--- config.mk ---
export PLATFORM = sky130hd
export DESIGN_NAME = cbpwm_top
export DESIGN_NICKNAME = d
export VERILOG_FILES = /design/src/rtl/cbpwm_pkg.sv /design/src/rtl/cbpwm_carrier.sv /design/src/rtl/cbpwm_compare.sv /design/src/rtl/cbpwm_deadtime.sv /design/src/rtl/cbpwm_top.sv
export SDC_FILE = /design/constraint.sdc
export NUM_CORES = 1
export LEC_CHECK = 0
export ABC_CLOCK_PERIOD_IN_PS = 19400
export BUFFER_PORTS_ARGS = -buffer_cell sky130_fd_sc_hd__buf_2
export CAP_MARGIN = 20
export CORE_ASPECT_RATIO = 2
export CORE_MARGIN = 1
export CORE_UTILIZATION = 60
export CTS_CLUSTER_SIZE = 12
export DETAILED_ROUTE_END_ITERATION = 6
export PLACE_DENSITY = 0.83
export REMOVE_ABC_BUFFERS = 1
export SLEW_MARGIN = 20
export SYNTH_ARGS = -nofsm -noshare
export SYNTH_HDL_FRONTEND = slang
export SYNTH_SLANG_ARGS = --single-unit
--- constraint.sdc ---
create_clock -name clk -period 19.4 [get_ports clk]
set_clock_uncertainty 0.1 [all_clocks]
set_input_delay 0.97 -clock clk [delete_from_list [all_inputs] [get_ports clk]]
set_output_delay 0.97 -clock clk [all_outputs]
set_load 0.01 [all_outputs]
--- src/rtl/cbpwm_pkg.sv ---
package cbpwm_pkg;

  typedef enum logic [1:0] {
    SHAPE_TRI  = 2'b00,
    SHAPE_SAW  = 2'b01,
    SHAPE_ITRI = 2'b10,
    SHAPE_ISAW = 2'b11
  } shape_e;

  // up/down carrier for code bit 0 clear
  function automatic logic is_tri(input shape_e s);
    logic [1:0] b;
    b = s;
    return ~b[0];
  endfunction

  // on-interval anchored at the top of the carrier levels
  function automatic logic on_at_top(input shape_e s);
    case (s)
      SHAPE_TRI:  return 1'b1;
      SHAPE_ISAW: return 1'b1;
      default:    return 1'b0;
    endcase
  endfunction

endpackage

--- src/rtl/cbpwm_carrier.sv ---
module cbpwm_carrier
  import cbpwm_pkg::*;
#(
  parameter int CW = 16
) (
  input  logic          clk,
  input  logic          rst_n,
  input  logic [CW-1:0] period_i,
  input  logic [CW-1:0] duty_i,
  input  logic [CW-1:0] phase_i,
  input  shape_e        shape_i,
  input  logic          dual_rate_i,
  input  logic          sync_i,
  output logic [CW:0]   idx_o,
  output logic [CW-1:0] period_a_o,
  output logic [CW-1:0] duty_a_o,
  output shape_e        shape_a_o,
  output logic          upd_start_o,
  output logic          upd_mid_o
);

  localparam int IW = CW + 1;
  localparam logic [CW-1:0] MIN_PERIOD = CW'(2);

  function automatic logic [CW-1:0] clamp_period(input logic [CW-1:0] p);
    return (p < MIN_PERIOD) ? MIN_PERIOD : p;
  endfunction

  function automatic logic [IW-1:0] carrier_len(input logic [CW-1:0] p, input logic tri_c);
    return tri_c ? {p, 1'b0} : {1'b0, p};
  endfunction

  function automatic logic [IW-1:0] step_index(input logic [IW-1:0] i, input logic [IW-1:0] len);
    return (i >= len - IW'(1)) ? '0 : i + IW'(1);
  endfunction

  function automatic logic [IW-1:0] phase_target(input logic [CW-1:0] ph, input logic [IW-1:0] len);
    return ({1'b0, ph} >= len) ? '0 : {1'b0, ph};
  endfunction

  logic [IW-1:0] idx_q, idx_n, len;
  logic [CW-1:0] per_q, duty_q, ph_q;
  shape_e        shp_q;
  logic          dbl_q;
  logic          ld_start, ld_mid;

  always_comb begin
    len = carrier_len(per_q, is_tri(shp_q));
    if (sync_i) idx_n = phase_target(ph_q, len);
    else        idx_n = step_index(idx_q, len);
    ld_start = (idx_n == '0);
    ld_mid   = !ld_start && dbl_q && is_tri(shp_q) && (idx_n == {1'b0, per_q});
  end

  always_ff @(posedge clk or negedge rst_n) begin
    if (!rst_n) begin
      idx_q  <= '0;
      per_q  <= MIN_PERIOD;
      duty_q <= '0;
      ph_q   <= '0;
      shp_q  <= SHAPE_SAW;
      dbl_q  <= 1'b0;
    end else begin
      idx_q <= idx_n;
      if (ld_start) begin
        per_q  <= clamp_period(period_i);
        shp_q  <= shape_i;
        dbl_q  <= dual_rate_i;
        duty_q <= duty_i;
        ph_q   <= phase_i;
      end else if (ld_mid) begin
        duty_q <= duty_i;
        ph_q   <= phase_i;
      end
    end
  end

  assign idx_o       = idx_q;
  assign period_a_o  = per_q;
  assign duty_a_o    = duty_q;
  assign shape_a_o   = shp_q;
  assign upd_start_o = ld_start;
  assign upd_mid_o   = ld_mid;


  period_at_start_chk: assert property (@(posedge clk) disable iff (!rst_n)
    !$stable(per_q) |-> (idx_q == '0));


  duty_at_load_point_chk: assert property (@(posedge clk) disable iff (!rst_n)
    !$stable(duty_q) |-> ((idx_q == '0) ||
      (dbl_q && is_tri(shp_q) && idx_q == {1'b0, per_q})));


  index_in_range_chk: assert property (@(posedge clk) disable iff (!rst_n)
    idx_q < carrier_len(per_q, is_tri(shp_q)));

endmodule

--- src/rtl/cbpwm_compare.sv ---
module cbpwm_compare
  import cbpwm_pkg::*;
#(
  parameter int CW = 16
) (
  input  logic          clk,
  input  logic          rst_n,
  input  logic [CW:0]   idx_i,
  input  logic [CW-1:0] period_a_i,
  input  logic [CW-1:0] duty_a_i,
  input  shape_e        shape_a_i,
  input  logic          activate_i,
  output logic          raw_o,
  output logic          en_o
);

  localparam int IW = CW + 1;
  localparam int SW = CW + 2;

  // carrier level: triangle folds the second half back down
  function automatic logic [IW-1:0] carrier_level(input logic [IW-1:0] i,
                                                  input logic [CW-1:0] p,
                                                  input logic tri_c);
    if (tri_c && i >= {1'b0, p}) return {p, 1'b0} - IW'(1) - i;
    return i;
  endfunction

  function automatic logic compare_on(input logic [IW-1:0] lvl,
                                      input logic [CW-1:0] p,
                                      input logic [CW-1:0] d,
                                      input shape_e s);
    logic [CW-1:0] dsat;
    logic          low_side, top_side;
    dsat     = (d > p) ? p : d;
    low_side = lvl < {1'b0, dsat};
    top_side = ({1'b0, lvl} + SW'(dsat)) >= SW'(p);
    return on_at_top(s) ? top_side : low_side;
  endfunction

  logic [IW-1:0] level;
  logic          on_c;
  logic          raw_q, en_q;

  always_comb begin
    level = carrier_level(idx_i, period_a_i, is_tri(shape_a_i));
    on_c  = compare_on(level, period_a_i, duty_a_i, shape_a_i);
  end

  always_ff @(posedge clk or negedge rst_n) begin
    if (!rst_n) begin
      raw_q <= 1'b0;
      en_q  <= 1'b0;
    end else begin
      raw_q <= activate_i & on_c;
      en_q  <= activate_i;
    end
  end

  assign raw_o = raw_q;
  assign en_o  = en_q;


  duty_zero_low_chk: assert property (@(posedge clk) disable iff (!rst_n)
    (duty_a_i == '0) |=> !raw_q);


  duty_full_high_chk: assert property (@(posedge clk) disable iff (!rst_n)
    (activate_i && duty_a_i >= period_a_i) |=> raw_q);

endmodule

--- src/rtl/cbpwm_deadtime.sv ---
module cbpwm_deadtime #(
  parameter int DTW = 8
) (
  input  logic           clk,
  input  logic           rst_n,
  input  logic           raw_i,
  input  logic           en_i,
  input  logic           dual_i,
  input  logic [DTW-1:0] deadtime_i,
  output logic           h_o,
  output logic           l_o
);

  localparam int NSIDE = 2;

  logic           lvl_q;
  logic [DTW-1:0] gap_q;
  logic [NSIDE-1:0] side;

  always_ff @(posedge clk or negedge rst_n) begin
    if (!rst_n) begin
      lvl_q <= 1'b0;
      gap_q <= '0;
    end else if (!en_i) begin
      lvl_q <= 1'b0;
      gap_q <= deadtime_i;
    end else if (raw_i != lvl_q) begin
      lvl_q <= raw_i;
      gap_q <= deadtime_i;
    end else if (gap_q != '0) begin
      gap_q <= gap_q - DTW'(1);
    end
  end

  // side 1 drives while the comparator is high, side 0 while low
  for (genvar s = 0; s < NSIDE; s++) begin : g_side
    assign side[s] = en_i && dual_i && (lvl_q == s[0]) && (gap_q == '0);
  end

  assign h_o = side[1];
  assign l_o = side[0];


  no_overlap_chk: assert property (@(posedge clk) disable iff (!rst_n)
    !(h_o && l_o));


  gap_after_edge_chk: assert property (@(posedge clk) disable iff (!rst_n)
    (en_i && raw_i != lvl_q && deadtime_i != '0) |=> (!h_o && !l_o));

endmodule

--- src/rtl/cbpwm_top.sv ---
module cbpwm_top
  import cbpwm_pkg::*;
#(
  parameter int CW  = 16,
  parameter int DTW = 8
) (
  input  logic           clk,
  input  logic           rst_n,
  input  logic [CW-1:0]  period_i,
  input  logic [CW-1:0]  duty_i,
  input  logic [CW-1:0]  phase_i,
  input  logic [1:0]     shape_i,
  input  logic           dual_rate_i,
  input  logic           sync_i,
  input  logic           activate_i,
  input  logic           out_mode_i,
  input  logic [DTW-1:0] deadtime_i,
  output logic           pwm_o,
  output logic           pwm_h_o,
  output logic           pwm_l_o
);

  localparam int IW = CW + 1;

  logic [IW-1:0] idx;
  logic [CW-1:0] period_a, duty_a;
  shape_e        shape_a;
  logic          upd_start, upd_mid;
  logic          raw, en;

  cbpwm_carrier #(.CW(CW)) u_carrier (
    .clk         (clk),
    .rst_n       (rst_n),
    .period_i    (period_i),
    .duty_i      (duty_i),
    .phase_i     (phase_i),
    .shape_i     (shape_e'(shape_i)),
    .dual_rate_i (dual_rate_i),
    .sync_i      (sync_i),
    .idx_o       (idx),
    .period_a_o  (period_a),
    .duty_a_o    (duty_a),
    .shape_a_o   (shape_a),
    .upd_start_o (upd_start),
    .upd_mid_o   (upd_mid)
  );

  cbpwm_compare #(.CW(CW)) u_compare (
    .clk        (clk),
    .rst_n      (rst_n),
    .idx_i      (idx),
    .period_a_i (period_a),
    .duty_a_i   (duty_a),
    .shape_a_i  (shape_a),
    .activate_i (activate_i),
    .raw_o      (raw),
    .en_o       (en)
  );

  cbpwm_deadtime #(.DTW(DTW)) u_deadtime (
    .clk        (clk),
    .rst_n      (rst_n),
    .raw_i      (raw),
    .en_i       (en),
    .dual_i     (out_mode_i),
    .deadtime_i (deadtime_i),
    .h_o        (pwm_h_o),
    .l_o        (pwm_l_o)
  );

  assign pwm_o = raw & ~out_mode_i;


  activate_gate_chk: assert property (@(posedge clk) disable iff (!rst_n)
    !activate_i |=> (!pwm_o && !pwm_h_o && !pwm_l_o));


  start_load_index_chk: assert property (@(posedge clk) disable iff (!rst_n)
    upd_start |=> (idx == '0));


  mid_load_peak_chk: assert property (@(posedge clk) disable iff (!rst_n)
    upd_mid |=> (idx == {1'b0, period_a} && is_tri(shape_a)));

endmodule

== Yosys cells after proc, flatten, opt, wreduce, memory -nomap -nowiden ==
Index checks and enable logic that the tools add are counted.

* Add/subtract/negate cells: 6
* Magnitude comparators: 7
* Equal/unequal tests: 5
* Muxes and demuxes: 20
* Bitwise logic cells: 5
* Reductions and logical operators: 16

{| class="wikitable"
|+ Operators with widths
! cell !! number
|-
| 16-bit 2-to-1 mux || 7
|-
| 17-bit 2-to-1 mux || 5
|-
| 17-bit by 1-bit subtractor with 17-bit output (second input constant) || 2
|-
| 8-bit 2-to-1 mux || 3
|-
| 17-bit by 16-bit adder with 18-bit output || 1
|-
| 18-bit by 16-bit greater-or-equal comparator with 1-bit output || 1
|-
| 17-bit by 1-bit adder with 17-bit output (second input constant) || 1
|-
| 17-bit by 16-bit == test with 1-bit output || 1
|-
| 16-bit by 17-bit greater-or-equal comparator with 1-bit output || 1
|-
| 17-bit by 16-bit greater-or-equal comparator with 1-bit output || 1
|-
| 17-bit greater-or-equal comparator || 1
|-
| 17-bit logical NOT || 1
|-
| 17-bit by 16-bit < comparator with 1-bit output || 1
|-
| 17-bit subtractor || 1
|-
| 16-bit greater-than comparator || 1
|-
| 16-bit by 2-bit < comparator with 1-bit output (second input constant) || 1
|-
| 1-bit logical AND || 9
|-
| 8-bit logical NOT || 1
|-
| 8-bit nonzero test || 1
|-
| 8-bit by 1-bit subtractor with 8-bit output (second input constant) || 1
|-
| 1-bit 2-to-1 mux || 5
|-
| 3-bit by 1-bit inequality test with 1-bit output (second input constant) || 1
|-
| 1-bit NOT || 3
|-
| 1-bit bitwise AND || 2
|-
| 7 further kinds || 7
|}

* Bits in registers: 79
* Input port bits: 64
* Output and inout port bits: 3
* Word-level logic and storage cells: 69

== Longest topological paths before layout ==
Gate-level depths: netlist of the first run.

* Depth after elaboration: 12
* Gate-level depth with buffers: 31

== Modules after synthesis ==
From an unflattened synthesis of the first run, not the netlist that was laid out.

* Cell total of the unflattened synthesis: 927
* Area, all modules: 8,451.9 µm²

{| class="wikitable"
|+ By module, submodules not included
! module !! instances !! cells each !! area an instance (µm²) !! seq. area each (µm²)
|-
| cbpwm_carrier || 1 || 418 || 4,433.0 || 1,704.1
|-
| cbpwm_compare || 1 || 441 || 3,413.3 || 50.0
|-
| cbpwm_deadtime || 1 || 67 || 591.8 || 225.2
|-
| cbpwm_top || 1 || 1 || 13.8 || 0.0
|}

== Worst setup path before layout of the first run ==
Ideal clock, no wire load.

* Path type: register to register
* Start: register u_carrier.shp_q[0], in the netlist u_carrier.shape_a_o[0]
* End: register u_carrier.duty_q[10], in the netlist u_carrier.duty_a_o[10]
* Library setup time: 0.138 ns
* Arrival: 5.865 ns
* Required time: 19.162 ns
* Slack: 13.296 ns
* Cell stages (with the launch flop): 25
* Path buffers: 5
* Path through: dfstp_2 clkbuf_1 clkbuf_1 clkbuf_1 mux2i_1 ha_1 nand3_1 nor2_1 and3_1 and2_1 nand3_1 nor3_1 a21oi_1 ha_1 nand4_1 nor3_1 o211ai_1 o211ai_2 buf_2 nor2_1 or3_1 a2111oi_2 and4_4 buf_6 o311ai_1

* Cells in the longest elaborated chain, start to end: 11
* Elaborated cells on any way between the ends: 16
* Classes of those cells: 1 x add/sub; 2 x order compare; 1 x eq/ne; 5 x mux; 1 x bitwise; 6 x reduce/logical

{| class="wikitable"
|+ Ends and longest elaborated chain
! item !! RTL line !! text
|-
| from (decl) || cbpwm_carrier.sv:43 || <nowiki>shape_e shp_q;</nowiki>
|-
| from (signal assigned) || cbpwm_carrier.sv:67 || <nowiki>shp_q <= shape_i;</nowiki>
|-
| 17-bit 2-to-1 mux || cbpwm_carrier.sv:30 || <nowiki>return tri_c ? {p, 1'b0} : {1'b0, p};</nowiki>
|-
| 17-bit by 1-bit subtractor with 17-bit output || cbpwm_carrier.sv:34 || <nowiki>return (i >= len - IW'(1)) ? '0 : i + IW'(1);</nowiki>
|-
| 17-bit greater-or-equal comparator || cbpwm_carrier.sv:34 ||
|-
| 17-bit 2-to-1 mux || cbpwm_carrier.sv:34 ||
|-
| 17-bit 2-to-1 mux || cbpwm_carrier.sv:49 || <nowiki>if (sync_i) idx_n = phase_target(ph_q, len);</nowiki>
|-
| 17-bit logical NOT || cbpwm_carrier.sv:51 || <nowiki>ld_start = (idx_n == '0);</nowiki>
|-
| 1-bit logical NOT || cbpwm_carrier.sv:52 || <nowiki>ld_mid = !ld_start && dbl_q && is_tri(shp_q) && (idx_n == {1'b0, per_q});</nowiki>
|-
| 1-bit logical AND (3 in series) || cbpwm_carrier.sv:52 ||
|-
| 2-bit nonzero test (no line) || -- ||
|-
| to (signal assigned) || cbpwm_carrier.sv:69 || <nowiki>duty_q <= duty_i;</nowiki>
|-
| to (signal assigned) || cbpwm_carrier.sv:72 || <nowiki>duty_q <= duty_i;</nowiki>
|-
| to (decl) || cbpwm_carrier.sv:42 || <nowiki>logic [CW-1:0] per_q, duty_q, ph_q;</nowiki>
|}

Several ways; a longest one is shown, not always the timed one.
A chain may end at the register's enable or synchronous reset.

== Worst setup path after layout of the first run ==
* Start: register u_carrier.shp_q[0], in the netlist u_carrier.shape_a_o[0]
* End: register u_carrier.shp_q[1], in the netlist u_carrier.shape_a_o[1]

* Cells in the longest elaborated chain, start to end: 6
* Elaborated cells on any way between the ends: 8
* Classes of those cells: 1 x add/sub; 2 x order compare; 4 x mux; 1 x reduce/logical

{| class="wikitable"
|+ Ends and longest elaborated chain
! item !! RTL line
|-
| 17-bit 2-to-1 mux * || cbpwm_carrier.sv:30
|-
| 17-bit by 1-bit subtractor with 17-bit output || cbpwm_carrier.sv:34
|-
| 17-bit greater-or-equal comparator || cbpwm_carrier.sv:34
|-
| 17-bit 2-to-1 mux || cbpwm_carrier.sv:34
|-
| 17-bit 2-to-1 mux * || cbpwm_carrier.sv:49
|-
| 17-bit logical NOT * || cbpwm_carrier.sv:51
|}

Mark *: on every way between the ends. The rest lies on a longest branch, timed or not.

==> out/results.ini, run 1 <==
[outcome]
status=complete, no violations

[power_and_ir_drop]
combPwrFrac_pct=40.6
switchingPower_uw=245.8
p_leak_uw=0.004697
switching_share_pct=39.20
cellInternalPower_uw=381.2
irDropWorstVdd_v=0.00004057
pwr-share-seq_pct=30.4
total_power_uw=627.0
power.share.clock_pct=29.1
power_per_cell_area_nw_per_um2=61.35

[global_route]
grtUsageMet3_pct=6.022
track_usage_pct=40.69
grt_max_degree=49
grt_pass1_wl_mm=50.49
grt_overflow=0
antenna_found_initial=1
grt_pass1_vias=9659
gr-max-usage-layer=met2
use_met1_pct=42.58
met2_usage_pct=71.69

[sta]
finalCriticalPeriod_ns=7.223
min_period_over_period_pct=37.23
tns_ns=0
setup-violations-final=0
drv_slew=0
finalWorstSetupSlack_ns=12.18
whs_ns=0.3998
hold_violations=0
max_slew.worst_pin.slew_ns=1.115
relSlewSlack_pct=23.76
rsz0062_at_grt=no
fmax_mhz=138.5

[clock_network]
cts_buffers=9
postCtsSetupBuffers=0
cts.sinks=79
cts_hold_buf=0
cts_resized=0
cts_tree=done
clk_path_buf_depth=2
root_buffer=clkbuf_16
clock_latency_ns=0.36
h-tree-depth=3
clk_pin_slew_ns=0.06

[synthesis]
avgSynthCellArea_um2=8.211
synth_compound_area_share_pct=21.34
synth-simple-area-share_pct=21.61
synth_top_family_by_area=simple AND/OR/NAND/NOR gates
yosysSeqAreaShare_pct=21.03
syn_area_um2=9410
synthArstFlopShare_pct=100.0
synthCells=1146
synth.ff_latch_count=79
synth_xor_area_share_pct=5.478
synthFlopType=dfrtp_1
post_synth_num_cell_types=73
synth_edf_count=0
ys_warn_count=0
synth_fa_ha_area_share_pct=18.11
synthMuxAreaShare_pct=5.810

[placement]
placed_cell_area_um2=9898
pre_cts_ws_ns=12.32
port_buffers=66
dp_hpwl_mm=24.38
gp_congestion=0.9955

[die]
num_rows=64
core_area_um2=15290
start_util_pct=61.53
ioPinCount=67
die_area_um2=16220
die_h_um=179.1
fp.dieW_um=90.56

[detailed_routing]
detail-route-antenna-nets=0
avgRoutedWirePerCell_um=23.39
vias_per_cell=6.988
drt-pass1-iter-count=6
drt_iter0_drc=750
num_vias=9637
remaining_drc_errors=0
wirelength_mm=32.26

[finish]
diodes=0
fill_cells=1334
mostFrequentLayoutCell=ha_1
drive_gt1_share_pct=10.67
final_cell_mix=ha_1 (133), inv_1 (95), dfrtp_1 (77)
design_area_um2=10220
nNetsFinal=1375
syn_to_final_growth_pct=8.603

[worst_setup_path]
crit_type=flip-flop to flip-flop
required_ns=19.54
crit_arrival_ns=7.36
cp_max_fo=48
end_kind=flip-flop
startpoint_type=flip-flop
ff2ff_setup_slack_ns=12.18

[flow_run]
max_cap_violations=0

[hold_path]
hold_path_class=flip-flop to flip-flop

[cell type report]
class,instances,area [um2],area share [%]
repair buffers,79,435.4,4.261
clock inverters,5,56.30,0.5509
well taps,198,247.7,2.424
multi-input cells,911,6888,67.40
flip-flops and latches,79,1979,19.37
clock buffers,11,252.7,2.473
inverters,96,360.3,3.526
[Yosys cell counts, types with 13 or more instances]
master	n	area [um2]
o21ai_0	55	275.3
mux2i_1	49	490.5
dfrtp_1	77	1927
a211oi_1	26	195.2
nor3_1	25	125.1
xor2_1	14	122.6
a21oi_1	54	270.3
o21a_1	16	120.1
o311ai_1	32	280.3
xnor2_1	43	376.6
inv_1	95	356.6
nor4_1	15	93.84
o211ai_1	13	97.59
clkbuf_1	46	172.7
nand3_1	65	325.3
nor2_1	68	255.2
nor4b_1	34	297.8
ha_1	133	1664
nand4_1	48	300.3
nand2_1	63	236.5
a21o_1	24	180.2
[cell families (layout without fill, tap and decap cells)]
logic type,after synthesis,in the layout
AO/OA/AOI/OAI,288,288
flip-flops,79,79
AND/OR/NAND/NOR,376,376
adder cells (fa/ha/maj),135,135
multiplexers,54,54
buffers and inverters,156,191
XOR/XNOR,58,58
[flip-flops by register name, indices dropped and copies added (netlist names)]
| name | cells |
|---|---|
| u_deadtime.gap_q | 8 |
| u_deadtime.lvl_q | 1 |
| u_carrier.ph_q | 16 |
| u_carrier.duty_a_o | 16 |
| u_compare.en_o | 1 |
| u_carrier.shape_a_o | 2 |
| u_carrier.dbl_q | 1 |
| u_carrier.period_a_o | 16 |
| u_carrier.idx_o | 17 |
| u_compare.raw_o | 1 |
[worst max-delay path: stages, from the launching register on]
cell      delay (ns)
dfstp_2         1.02
mux2i_1         0.33
ha_1            0.21
nand3_1         0.12
nor2_1          0.19
and3_1          0.21
and2_1          0.15
nand3_1         0.14
nor3_1          0.30
a21oi_1         0.12
ha_1            0.32
nand4_1         0.13
nor3_1          0.28
o211ai_1        0.17
o211ai_2        0.17
buf_4           0.28
nor2_1          0.11
nor4_1          0.29
and4_2          1.00
and2_2          0.55
buf_4           0.46
mux2_2          0.39
[metal layers]
metal | part of all wire, % | wire length (um)
met5 | 0.040 | 13
met4 | 8.9 | 2862
met3 | 7.4 | 2384
met2 | 50 | 15980
met1 | 34 | 11010
[worst paths after layout]
check,from,to,depth (start not counted)
setup / recovery,u_carrier.shape_a_o[0]$_DFFE_PN1P_,u_carrier.shape_a_o[1]$_DFFE_PN0P_,21
hold reg to reg,u_carrier.dbl_q$_DFFE_PN0P_,u_carrier.dbl_q$_DFFE_PN0P_,1
hold / removal,u_carrier.dbl_q$_DFFE_PN0P_,u_carrier.dbl_q$_DFFE_PN0P_,1
setup reg to reg,u_carrier.shape_a_o[0]$_DFFE_PN1P_,u_carrier.shape_a_o[1]$_DFFE_PN0P_,21
max in group asynchronous,rst_n,u_carrier.period_a_o[7]$_DFFE_PN0P_,2
min in group asynchronous,rst_n,u_carrier.ph_q[9]$_DFFE_PN0P_,1
[power by group through the flow]
| stage | registers (uW) | clock network (uW) | logic [uW] |
|---|---|---|---|
| finish | 190 | 182 | 254 |
| global route | 191 | 187 | 280 |
| CTS | 190 | 181 | 250 |
| detailed placement | 193 | 0 | 247 |
| global placement | 192 | 0 | 241 |
| floorplan | 186 | 0 | 179 |
[stage by stage]
stage	utilization [%]	std cells
finish	66.82	1379
detailed placement	64.72	1362
global placement	64.72	1362
global route	66.82	1379
floorplan	-	1086
CTS	66.74	1378
Power figures use the tool's default switching activity.
==> run 2: changes to the inputs <==
--- a/config.mk
+++ b/config.mk
@@ -5,7 +5,7 @@
 export SDC_FILE = /design/constraint.sdc
 export NUM_CORES = 1
 export LEC_CHECK = 0
-export ABC_CLOCK_PERIOD_IN_PS = 19400
+export ABC_CLOCK_PERIOD_IN_PS = 7000
 export BUFFER_PORTS_ARGS = -buffer_cell sky130_fd_sc_hd__buf_2
 export CAP_MARGIN = 20
 export CORE_ASPECT_RATIO = 2
==> constraint.sdc (replaced) <==
create_clock -name clk -period 7 [get_ports clk]
set_clock_uncertainty 0.1 [all_clocks]
set_input_delay 0.35 -clock clk [delete_from_list [all_inputs] [get_ports clk]]
set_output_delay 0.35 -clock clk [all_outputs]
set_load 0.01 [all_outputs]
==> run 2 against run 1 <==
Combinational power grew to 2.8 times the previous value. First-iteration DRC count is 9.3% lower. Design area is 1.9% higher. Via count hardly changed. Flip-flop and latch count stayed put. Critical path depth is 8 higher. Non-clock buffer count is 21 higher. Critical path type unchanged.
==> out/results.ini, run 2 (same netlist as run 1, synthesis figures left out) <==
[outcome]
status=complete, no violations

[die]
die_area_um2=16220
die_h_um=179.1
core_area_um2=15290
fp.dieW_um=90.56
num_rows=64
ioPinCount=67
start_util_pct=61.53

[worst_setup_path]
ff2ff_setup_slack_ns=0.45
startpoint_type=flip-flop
cp_num_buf_inv=3
required_ns=7.20
crit_arrival_ns=6.75
cp.depth=29
crit_end=u_compare.raw_o$_DFF_PN0_
end_kind=flip-flop
r2r_end=u_compare.raw_o$_DFF_PN0_
cp_common_cell=o21a_1
cp_max_fo=13
reg2reg_depth=29
crit_type=flip-flop to flip-flop
reg2reg_from=u_carrier.period_a_o[1]$_DFFE_PN1P_
slowest_stage=dfstp_2
critPathMaxStageDelay_ns=0.63
critPathTopFamily=compound AO/OA/AOI/OAI gates
worstSetupStartpoint=u_carrier.period_a_o[1]$_DFFE_PN1P_

[hold_path]
hold_path_class=input pin to flip-flop

[finish]
diodes=0
design_area_um2=10420
nNetsFinal=1396
final_cell_mix=ha_1 (133), inv_1 (95), dfrtp_1 (77)
syn_to_final_growth_pct=10.70
mostFrequentLayoutCell=ha_1
drive_gt1_share_pct=12.23
largest_register_ffs=17

[detailed_routing]
remaining_drc_errors=0
vias_per_cell=6.880
num_vias=9632
drt-pass1-iter-count=7
detail-route-antenna-nets=0
drt_iter0_drc=680
wirelength_mm=32.14
avgRoutedWirePerCell_um=22.96

[sta]
max_slew.worst_pin.slew_ns=0.9039
setup-violations-final=0
rsz0062_at_grt=no
hold_violations=0
drv_slew=0
min_period_over_period_pct=93.59
fmax_mhz=152.6
relSlewSlack_pct=38.18
finalCriticalPeriod_ns=6.552
whs_ns=0.02345

[clock_network]
root_buffer=clkbuf_16
clk_path_buf_depth=2
cts.sinks=79
postCtsSetupBuffers=0
cts_buffers=9
h-tree-depth=3
cts_tree=done
clk_pin_slew_ns=0.06
clock_latency_ns=0.35

[global_route]
track_usage_pct=40.20
antenna_found_initial=0
grt_pass1_vias=9424
grt_overflow=0
grt_pass1_wl_mm=49.50
grt_max_degree=57

[power_and_ir_drop]
irDropWorstVdd_v=0.0001294
p_leak_uw=0.004799
power_per_cell_area_nw_per_um2=171.2

[flow_run]
max_cap_violations=0

[placement]
dp_hpwl_mm=24.43
gp_congestion=1.003
placed_cell_area_um2=10070
port_buffers=66

-- run 2: changes by cell type in the layout (fill, tap and decap cells not counted), sizes merged --
| cell | before | now |
|---|---|---|
| clkinvlp | 1 | 0 |
| clkbuf | 11 | 12 |
| clkinv | 3 | 2 |
| dlymetal6s2s | 1 | 0 |
| dlygate4sd3 | 0 | 1 |
| bufinv | 1 | 2 |
| buf | 78 | 99 |
-- run 2: cell type report --
cell class	instances	area (um2)
Clock buffer	12	256.5
Clock inverter	4	77.57
Fill cell	1315	4877
Inverter	96	360.3
Multi-Input combinational cell	911	6893
Sequential cell	79	1979
Tap cell	198	247.7
Timing Repair Buffer	100	603.1
-- run 2: per-stage QoR --
stage | instances | power (uW) | setup TNS, ns | worst slack (ns) | util, %
after global routing | 1400 | 1868 | 0 | 0.1122 | 68.11
after CTS | 1400 | 1766 | 0 | 0.3744 | 68.08
final | 1400 | 1783 | 0 | 0.4484 | 68.11
after global placement | 1383 | 1211 | 0 | 0.6374 | 65.83
after detailed placement | 1383 | 1222 | 0 | 0.4714 | 65.83
after floorplan | 1086 | 1012 | -0.6656 | -0.6656 | -
-- run 2: metal layers --
layer	wire, um	track usage [%]
met5	0	0
met3	2063	5.471
met4	2842	34.21
met2	15690	69.32
met1	11550	43.15
-- run 2: worst min-delay path by stage --
stage,endpoint,depth (start not counted),start
after floorplan,u_carrier.dbl_q$_DFFE_PN0P_,0,rst_n
after global placement,u_deadtime.gap_q[0]$_DFFE_PN0P_,1,rst_n
after detailed placement,u_carrier.ph_q[14]$_DFFE_PN0P_,1,rst_n
after CTS,u_compare.en_o$_DFF_PN0_,1,activate_i
after global routing,u_compare.en_o$_DFF_PN0_,1,activate_i
final,u_compare.en_o$_DFF_PN0_,1,activate_i
-- run 2: report_power, final --
part           switching, uW  internal (uW)
Clock                    215            334
Sequential              43.0            482
Combinational            426            283
Total                    684           1100
-- run 2: repair_timing --
action | CTS | global route
hold buffers | 1 | 0
endpoints found under the hold margin | 22 | 0
endpoints found under the setup margin | 0 | 1
gates resized for setup | 0 | 1
